## config.mk

```make
export PLATFORM = sky130hd
export DESIGN_NAME = sgp_vertex_pipe
export DESIGN_NICKNAME = d
export VERILOG_FILES = /design/src/rtl/sgp_pkg.sv /design/src/rtl/sgp_read_stage.sv /design/src/rtl/sgp_compute_stage.sv /design/src/rtl/sgp_write_stage.sv /design/src/rtl/sgp_vertex_pipe.sv
export SDC_FILE = /design/constraint.sdc
export NUM_CORES = 2
export LEC_CHECK = 0
export ABC_AREA = 1
export BUFFER_PORTS_ARGS = -buffer_cell sky130_fd_sc_hd__buf_2
export CORE_ASPECT_RATIO = 2
export CORE_MARGIN = 2
export CORE_UTILIZATION = 30
export CTS_CLUSTER_SIZE = 10
export DETAILED_ROUTE_END_ITERATION = 6
export SKIP_LAST_GASP = 1
export SLEW_MARGIN = 15
export SYNTH_ARGS = -nofsm -noshare
export SYNTH_HDL_FRONTEND = slang
export SYNTH_SLANG_ARGS = --single-unit
```

## constraint.sdc

```tcl
create_clock -name clk -period 12.33 [get_ports clk]
set_input_delay 3.0825 -clock clk [delete_from_list [all_inputs] [get_ports clk]]
set_output_delay 3.0825 -clock clk [all_outputs]
set_load 0.02 [all_outputs]
```

## src/rtl/sgp_pkg.sv

```systemverilog
package sgp_pkg;
  localparam int DW = 32;

  typedef enum logic {
    SG_SCATTER = 1'b0,
    SG_GATHER  = 1'b1
  } sg_mode_e;

  // update value produced from an edge
  function automatic logic [DW-1:0] edge_value(input logic [DW-1:0] weight,
                                               input logic [DW-1:0] attr);
    return weight * attr;
  endfunction

  // attribute after applying an update
  function automatic logic [DW-1:0] apply_value(input logic [DW-1:0] attr,
                                                input logic [DW-1:0] value);
    return attr + value;
  endfunction
endpackage

```

## src/rtl/sgp_read_stage.sv

```systemverilog
module sgp_read_stage
  import sgp_pkg::*;
#(
  parameter int AW = 4
) (
  input  logic          clk,
  input  logic          rst_n,
  input  logic          accept,
  input  sg_mode_e      mode,
  input  logic [DW-1:0] in_dst,
  input  logic [DW-1:0] in_val,
  input  logic [AW-1:0] dst_addr,
  output logic          s1_valid,
  output sg_mode_e      s1_mode,
  output logic [DW-1:0] s1_dst,
  output logic [DW-1:0] s1_val,
  output logic [AW-1:0] s1_addr
);
  always_ff @(posedge clk) begin
    if (!rst_n) begin
      s1_valid <= 1'b0;
      s1_mode  <= SG_SCATTER;
      s1_dst   <= '0;
      s1_val   <= '0;
      s1_addr  <= '0;
    end else begin
      s1_valid <= accept;
      if (accept) begin
        s1_mode <= mode;
        s1_dst  <= in_dst;
        s1_val  <= in_val;
        s1_addr <= dst_addr;
      end
    end
  end
endmodule

```

## src/rtl/sgp_compute_stage.sv

```systemverilog
module sgp_compute_stage
  import sgp_pkg::*;
#(
  parameter int AW = 4
) (
  input  logic          clk,
  input  logic          rst_n,
  input  logic          s1_valid,
  input  sg_mode_e      s1_mode,
  input  logic [DW-1:0] s1_dst,
  input  logic [DW-1:0] s1_val,
  input  logic [AW-1:0] s1_addr,
  input  logic [DW-1:0] rd_data,
  input  logic          s3_valid,
  input  logic [AW-1:0] s3_addr,
  input  logic [DW-1:0] s3_data,
  output logic          s2_valid,
  output sg_mode_e      s2_mode,
  output logic [DW-1:0] s2_dst,
  output logic [AW-1:0] s2_addr,
  output logic [DW-1:0] s2_res
);
  logic          fwd_hit_s2;
  logic          fwd_hit_s3;
  logic [DW-1:0] operand;
  logic [DW-1:0] result;

  // a gather result not yet visible through the read-first buffer
  assign fwd_hit_s2 = (s1_mode == SG_GATHER) && s2_valid &&
                      (s2_mode == SG_GATHER) && (s2_addr == s1_addr);
  assign fwd_hit_s3 = (s1_mode == SG_GATHER) && s3_valid && (s3_addr == s1_addr);

  always_comb begin
    if (fwd_hit_s2)      operand = s2_res;
    else if (fwd_hit_s3) operand = s3_data;
    else                 operand = rd_data;
    if (s1_mode == SG_GATHER) result = apply_value(operand, s1_val);
    else                      result = edge_value(s1_val, operand);
  end

  always_ff @(posedge clk) begin
    if (!rst_n) begin
      s2_valid <= 1'b0;
      s2_mode  <= SG_SCATTER;
      s2_dst   <= '0;
      s2_addr  <= '0;
      s2_res   <= '0;
    end else begin
      s2_valid <= s1_valid;
      if (s1_valid) begin
        s2_mode <= s1_mode;
        s2_dst  <= s1_dst;
        s2_addr <= s1_addr;
        s2_res  <= result;
      end
    end
  end
endmodule

```

## src/rtl/sgp_write_stage.sv

```systemverilog
module sgp_write_stage
  import sgp_pkg::*;
#(
  parameter int AW = 4
) (
  input  logic          clk,
  input  logic          rst_n,
  input  logic          s2_valid,
  input  sg_mode_e      s2_mode,
  input  logic [DW-1:0] s2_dst,
  input  logic [AW-1:0] s2_addr,
  input  logic [DW-1:0] s2_res,
  output logic          wr_en,
  output logic [AW-1:0] wr_addr,
  output logic [DW-1:0] wr_data,
  output logic          done_valid,
  output logic [DW-1:0] done_vidx,
  output logic          upd_valid,
  output logic [DW-1:0] upd_dst,
  output logic [DW-1:0] upd_val,
  output logic          s3_valid,
  output logic [AW-1:0] s3_addr,
  output logic [DW-1:0] s3_data
);
  logic write_evt;

  assign write_evt  = s2_valid && (s2_mode == SG_GATHER);
  assign wr_en      = write_evt;
  assign wr_addr    = s2_addr;
  assign wr_data    = s2_res;
  assign done_valid = write_evt;
  assign done_vidx  = s2_dst;
  assign upd_valid  = s2_valid && (s2_mode == SG_SCATTER);
  assign upd_dst    = s2_dst;
  assign upd_val    = s2_res;

  // copy of the last write, needed for one more cycle by the read-first buffer
  always_ff @(posedge clk) begin
    if (!rst_n) begin
      s3_valid <= 1'b0;
      s3_addr  <= '0;
      s3_data  <= '0;
    end else begin
      s3_valid <= write_evt;
      if (write_evt) begin
        s3_addr <= s2_addr;
        s3_data <= s2_res;
      end
    end
  end
endmodule

```

## src/rtl/sgp_vertex_pipe.sv

```systemverilog
module sgp_vertex_pipe
  import sgp_pkg::*;
#(
  parameter int IV_LOG2 = 4,
  parameter int PART_W  = 8,
  localparam int AW     = IV_LOG2
) (
  input  logic              clk,
  input  logic              rst_n,
  input  logic              mode,
  input  logic [PART_W-1:0] part_idx,
  input  logic              in_valid,
  output logic              in_ready,
  input  logic [31:0]       in_src,
  input  logic [31:0]       in_dst,
  input  logic [31:0]       in_val,
  output logic              rd_en,
  output logic [AW-1:0]     rd_addr,
  input  logic [31:0]       rd_data,
  output logic              wr_en,
  output logic [AW-1:0]     wr_addr,
  output logic [31:0]       wr_data,
  output logic              upd_valid,
  output logic [31:0]       upd_dst,
  output logic [31:0]       upd_val,
  output logic              done_valid,
  output logic [31:0]       done_vidx
);
  sg_mode_e      cur_mode;
  logic [DW-1:0] part_base;
  logic          accept;
  logic          mode_block;
  logic [AW-1:0] dst_addr;

  logic          s1_valid, s2_valid, s3_valid;
  sg_mode_e      s1_mode, s2_mode;
  logic [DW-1:0] s1_dst, s1_val, s2_dst, s2_res, s3_data;
  logic [AW-1:0] s1_addr, s2_addr, s3_addr;

  function automatic logic [AW-1:0] local_addr(input logic [DW-1:0] vidx,
                                               input logic [DW-1:0] base);
    return AW'(vidx - base);
  endfunction

  assign cur_mode   = sg_mode_e'(mode);
  assign part_base  = DW'(part_idx) << IV_LOG2;
  assign mode_block = (s1_valid && (s1_mode != cur_mode)) ||
                      (s2_valid && (s2_mode != cur_mode));
  assign in_ready   = !mode_block;
  assign accept     = in_valid && in_ready;
  assign dst_addr   = local_addr(in_dst, part_base);
  assign rd_en      = accept;
  assign rd_addr    = (cur_mode == SG_GATHER) ? dst_addr : local_addr(in_src, part_base);

  sgp_read_stage #(.AW(AW)) u_read (
    .clk(clk), .rst_n(rst_n), .accept(accept), .mode(cur_mode),
    .in_dst(in_dst), .in_val(in_val), .dst_addr(dst_addr),
    .s1_valid(s1_valid), .s1_mode(s1_mode), .s1_dst(s1_dst),
    .s1_val(s1_val), .s1_addr(s1_addr)
  );

  sgp_compute_stage #(.AW(AW)) u_comp (
    .clk(clk), .rst_n(rst_n),
    .s1_valid(s1_valid), .s1_mode(s1_mode), .s1_dst(s1_dst),
    .s1_val(s1_val), .s1_addr(s1_addr), .rd_data(rd_data),
    .s3_valid(s3_valid), .s3_addr(s3_addr), .s3_data(s3_data),
    .s2_valid(s2_valid), .s2_mode(s2_mode), .s2_dst(s2_dst),
    .s2_addr(s2_addr), .s2_res(s2_res)
  );

  sgp_write_stage #(.AW(AW)) u_wr (
    .clk(clk), .rst_n(rst_n),
    .s2_valid(s2_valid), .s2_mode(s2_mode), .s2_dst(s2_dst),
    .s2_addr(s2_addr), .s2_res(s2_res),
    .wr_en(wr_en), .wr_addr(wr_addr), .wr_data(wr_data),
    .done_valid(done_valid), .done_vidx(done_vidx),
    .upd_valid(upd_valid), .upd_dst(upd_dst), .upd_val(upd_val),
    .s3_valid(s3_valid), .s3_addr(s3_addr), .s3_data(s3_data)
  );
endmodule

```

# Yosys cells after proc, flatten, opt, wreduce, memory -nomap -nowiden
# Index checks and enable logic that the tools add are counted.
# Widths: inputs -> output; s select.
[op_classes] addsub=3 mul=1 eq_ne=4 n_mux=4 n_bitwise=1 n_reduce_logical=12
[op_table] cell="$mux 32" n=3
[op_table] cell="$add 32x32->32" n=1
[op_table] cell="$mul 32x32->32" n=1
[op_table] cell="$logic_and 1x1->1" n=10
[op_table] cell="$eq 4x4->1" n=2
[op_table] cell="$sub 4x1->4 const B" n=2
[op_table] cell="$mux 4" n=1
[op_table] cell="$ne 1x1->1" n=2
[op_table] cell="$logic_not 1->1" n=1
[op_table] cell="$logic_or 1x1->1" n=1
[op_table] cell="$not 1->1" n=1
[word_totals] regBits=177 input_bits=140 wordCells=38

# Longest topological paths before layout
[logic_depth] word_depth=6 ltp_mapped=44 depth_no_buf=43

# Modules after synthesis
# From an unflattened synthesis, not the netlist that was laid out.
[hier_totals] cells_unflattened=3567 hier_area_um2=25956.1
[modules_own_cells] mod="sgp_compute_stage" n_inst=1 cells_per_inst=2734 area_each_um2=20493.4 seq_area_each_um2=1401.3
[modules_own_cells] mod="sgp_read_stage" n_inst=1 cells_per_inst=440 area_each_um2=2834.0 seq_area_each_um2=1401.3
[modules_own_cells] mod="sgp_write_stage" n_inst=1 cells_per_inst=368 area_each_um2=2529.9 seq_area_each_um2=740.7
[modules_own_cells] mod="sgp_vertex_pipe" n_inst=1 cells_per_inst=25 area_each_um2=98.8 seq_area_each_um2=0.0

# Worst setup path before layout
# Ideal clock, no wire load.
[synth_timing] kind="in2reg" start="in rd_data[4]" end="reg u_comp.s2_res[28]" setup_ns=0.119 arrival_ns=9.417 required_time_ns=12.211 setup_slack_ns=2.794 stages=35 n_path_buf=1 path_cell_list="nand2_1 nand3_1 nand2_1 clkbuf_1 clkinv_1 ha_1 fa_1 inv_1 fa_1 fa_1 inv_1 fa_1 ha_1 ha_1 inv_1 fa_1 inv_1 fa_1 ha_1 a21oi_1 o21ai_1 a21boi_0 o21ai_1 a21oi_1 inv_1 nand2_1 nand2_1 a21oi_1 o21ai_1 nand3_1 nand2_1 nand2_1 nand3_1 nand2_1 a21oi_1"
[synth_between] elab_chain_cells=4
[synth_lines] element="start: declaration" line_no="sgp_vertex_pipe.sv:19" text="input logic [31:0] rd_data,"
[synth_lines] element="$mux 32 *" line_no="sgp_compute_stage.sv:35" text="else if (fwd_hit_s3) operand = s3_data;"
[synth_lines] element="$mux 32 *" line_no="sgp_compute_stage.sv:34" text="if (fwd_hit_s2) operand = s2_res;"
[synth_lines] element="$mul 32x32->32 or $add 32x32->32 (tied branches)" line_no="sgp_pkg.sv:12, sgp_pkg.sv:18"
[synth_lines] element="$mux 32 *" line_no="sgp_compute_stage.sv:37" text="if (s1_mode == SG_GATHER) result = apply_value(operand, s1_val);"
[synth_lines] element="end signal: assignment" line_no="sgp_compute_stage.sv:54" text="s2_res <= result;"
[synth_lines] element="end: declaration" line_no="sgp_compute_stage.sv:21" text="output logic [DW-1:0] s2_res"
# Every way passes the cells marked *; elsewhere a longest branch is shown, timed or not.
# A chain may end at the register's enable or synchronous reset.

# Worst setup path after layout
[layout_timing] start="in rd_data[2]" end="reg u_comp.s2_res[30]"
# Same word-level chain as after synthesis.

==> metrics.md <==
| Metric | Value |
|---|---|
| NetSw | `3.73 mW` |
| Cell variety after synth | `45` |
| Nets | `3963` |
| Max cap viols | `0` |
| Min Clock Period, post-route | `10.82 ns` |
| Most numerous cell on the critical path | `fa_1` |
| Vias in the first global route | `23100` |
| Initial antenna violation count | `1` |
| Worst skew pair latency | `0.48 ns` |
| Classification of the worst setup path | `input pin to register` |
| Post-synthesis sequential area ratio | `14.0%` |
| Die ar. | `82800 µm²` |
| Actual slew at the worst max-slew pin | `1.26 ns` |
| Critical Path Source Type | `input pin` |
| Logic gate share of total power | `80.6%` |
| H-tree depth | `4` |
| Largest net degree at the start of global routing | `83` |
| Crit. path cell count | `29` |
| Final worst-path cycle share | `87.8%` |
| Status | `complete, no violations` |
| Antenna-violating nets left | `0` |
| Reg-to-Reg Start | `u_comp.s2_mode` |
| Worst reg2reg path depth | `34` |
| FF-to-FF setup slack | `2.09 ns` |
| Num ports | `281` |
| Area fraction of the dominant cell type after synthesis | `33.9%` |
| Post-Synthesis Cells | `3161` |
| Crit path buffers/inverters | `8` |
| Clk sinks | `169` |
| Port bufs | `244` |
| Max incr delay on CP | `0.73 ns` |
| Final hold vios | `0` |
| DRT Wirelength | `98.9 mm` |
| Register Area | `3390 µm²` |
| Power per Cell Area | `246 nW/µm²` |
| Fmax | `0.0924 GHz` |
| Root Buffer | `clkbuf_16` |
| Worst Path Arrival | `11.17 ns` |
| Register share of total power | `10.8%` |
| Syn Area/Cell | `7.63 µm²` |
| Area of the multi-input gates | `17600 µm²` |
| Post-synth EDFFs | `0` |
| Vias per cell | `5.05` |
| Area leader, netlist | `fa_1` |
| Die X | `205 µm` |
| Critical path peak fanout | `15` |
| Peak supply drop | `339 µV` |
| Worst hold-check path type | `register to register` |
| Synth top area cells | `fa_1 34%, dfxtp_1 14%, nand2_1 8.9%` |
| Initial core utilization | `30.1%` |
| CP top delay family | `adder cells` |
| Dpl cell area | `25900 µm²` |
| Leakage power | `13.3 nW` |
| Clock skew | `0.0205 ns` |
| Global-route wire length before repair | `145 mm` |
| Total iterations of the first detailed-routing run | `6` |
| Total power | `6.52 mW` |
| CTS Buf Count | `17` |
| Layout Area Growth over Synthesis | `9.85%` |
| Switching part of the total | `57.2%` |
| Filler Cell Count | `8652` |
| Core area | `80000 µm²` |
| Slowest cell on the critical path | `inv_1` |
| Rows | `147` |
| Synthesized area | `24100 µm²` |
| Total number of vias | `21800` |
| CTS tree | `built` |
| Hold path depth | `2` |
| RD Place Congestion | `1.02` |
| Reg-to-Reg End | `u_comp.s2_res[30]` |
| Final setup fails | `0` |
| Design Area, Final | `26500 µm²` |
| Dpl hpwl | `79.3 mm` |
| Fin. max-slew vios | `0` |
| Hold EP | `u_read.s1_dst[31]` |
| Setup crit end kind | `register` |
| Power Internal | `2.79 mW` |
| Grt ovf | `0` |
| CTS Hold Bufs | `0` |
| Chip Height | `405 µm` |
| Number of DRC markers in iteration 0 | `1277` |
| RSZ-0062 raised after global routing | `false` |
| Layout cell share with drive strength beyond 1 | `10.8%` |
| Async SR Flop Fraction | `0%` |
| Post-cts gate resize count | `0` |
| DRC Markers | `0` |
| Post-CTS setup repair buffer count | `0` |
| Tot GR Track Use | `24.5%` |
| Top_reg_cell synth | `dfxtp_1` |
| Synth Warn # | `0` |
| Seq cells post-synth | `169` |
| Clk pwr share | `8.7%` |
| WP data required | `12.68 ns` |
| WL/cell | `22.9 µm` |
| Setup TNS Final | `0 ns` |
| Syn nets | `3864` |
| Hold_sp | `u_read.s1_dst[31]` |
| Longest Clk Path Bufs | `2` |
| Reg clk slew, reported paths | `0.08 ns` |
| Max-slew headroom at the worst pin | `15.9%` |
synthesized netlist by cell type, types with 19 or more instances:
| master | n |
|---|---|
| a21oi_1 | 184 |
| a31oi_1 | 27 |
| buf_4 | 70 |
| clkbuf_1 | 114 |
| dfxtp_1 | 169 |
| fa_1 | 409 |
| ha_1 | 154 |
| inv_1 | 535 |
| nand2_1 | 574 |
| nand3_1 | 115 |
| nor2_1 | 447 |
| o21ai_0 | 187 |
| xnor2_1 | 19 |
| xor2_1 | 21 |
metal layers:
| layer | share of wire [%] | up-vias | GRT usage (%) |
|---|---|---|---|
| li1 | - | 9776 | - |
| met1 | 32 | 10600 | 23.3 |
| met2 | 50 | 1020 | 43.9 |
| met3 | 5.7 | 417 | 3.62 |
| met4 | 12 | 0 | 23.9 |
| met5 | 0 | - | 0 |
tightest hold or removal path, stage by stage (launching register included):
cell and delay [ns]:
dfxtp_1 0.30, inv_1 0.06, a21oi_1 0.06
power groups by stage:
stage / combinational (mW) / sequential, mW / clock [mW]
after floorplan: 3.58 / 0.676 / 0
after global placement: 5.12 / 0.710 / 0
after detailed placement: 5.13 / 0.710 / 0
after CTS: 5.20 / 0.698 / 0.576
after global routing: 5.84 / 0.706 / 0.592
final: 5.26 / 0.703 / 0.565
worst max path at each step:
stage	from	to
finish	rd_data[2]	u_comp.s2_res[30]
global route	rd_data[2]	u_comp.s2_res[30]
CTS	rd_data[2]	u_comp.s2_res[30]
detailed placement	rd_data[2]	u_comp.s2_res[30]
global placement	rd_data[2]	u_comp.s2_res[30]
floorplan	rd_data[4]	u_comp.s2_res[28]
metrics by stage:
stage | hold slack [ns] | setup slack (ns) | utilization (%) | cells
final | 0.466 | 1.51 | 33.1 | 4318
after global routing | 0.488 | 1.36 | 33.1 | 4316
after CTS | 0.465 | 1.70 | 33.1 | 4316
after detailed placement | 0.454 | 1.22 | 32.4 | 4284
after global placement | 0.444 | 1.24 | 32.4 | 4284
after floorplan | 0.430 | 2.79 | - | 3161
state kept, by name, summed over array words and instances, names as in the netlist:
signal and cells:
u_read.s1_mode 1, u_comp.s2_addr 3, u_comp.s2_valid 1, u_comp.s2_res 32
u_wr.s3_addr 4, u_read.s1_dst 29, u_read.s1_addr 3, u_read.s1_valid 1
u_comp.s2_mode 1, u_wr.s3_data 32, u_wr.s3_valid 1, u_comp.s2_dst 29
u_read.s1_val 32
placed cells by master, fill, tap and decap left out, types with 3 or more instances in the layout:
master | Yosys | layout
nand3_1 | 115 | 115
buf_4 | 70 | 43
o21a_1 | 7 | 7
clkinv_4 | 0 | 3
a31oi_1 | 27 | 27
ha_1 | 154 | 154
nand2_4 | 2 | 3
a21boi_0 | 4 | 4
or2_2 | 6 | 6
or2_0 | 5 | 5
nand3b_1 | 3 | 3
nand2_2 | 9 | 9
nand2_1 | 574 | 573
inv_1 | 535 | 535
o21ai_0 | 187 | 187
clkinv_1 | 12 | 12
dfxtp_1 | 169 | 167
nor2_1 | 447 | 447
inv_2 | 8 | 8
a221oi_1 | 4 | 4
clkbuf_16 | 0 | 17
fa_1 | 409 | 409
buf_2 | 10 | 243
inv_8 | 0 | 5
xor2_1 | 21 | 21
o21ai_1 | 10 | 10
xnor2_1 | 19 | 19
nor3_1 | 5 | 5
clkinv_8 | 0 | 4
a21oi_1 | 184 | 184
nand4_1 | 13 | 13
or2_1 | 6 | 6
inv_6 | 0 | 3
cell families (layout without fill, tap and decap cells):
| kind of cell | after synthesis | count (layout) | synth area share (%) |
|---|---|---|---|
| fa+ha+maj | 563 | 563 | 41.9 |
| flops | 169 | 169 | 14.0 |
| simple gates | 1192 | 1192 | 19.9 |
| xor+xnor | 41 | 41 | 1.55 |
| compound gates | 434 | 434 | 9.45 |
| buf+inv | 762 | 874 | 13.2 |
| other cells | 0 | 2 | 0 |
area by class of cell:
| type | instances | share of cell area (%) |
|---|---|---|
| antenna | 2 | 0.0189 |
| clock buffer | 17 | 1.61 |
| clock inverter | 15 | 0.656 |
| inverter | 556 | 7.88 |
| multi-input combinational | 2230 | 66.3 |
| sequential | 169 | 12.8 |
| tap | 1043 | 4.93 |
| timing repair buffer | 286 | 5.81 |
Note: power is estimated with default switching activity, not from simulation.
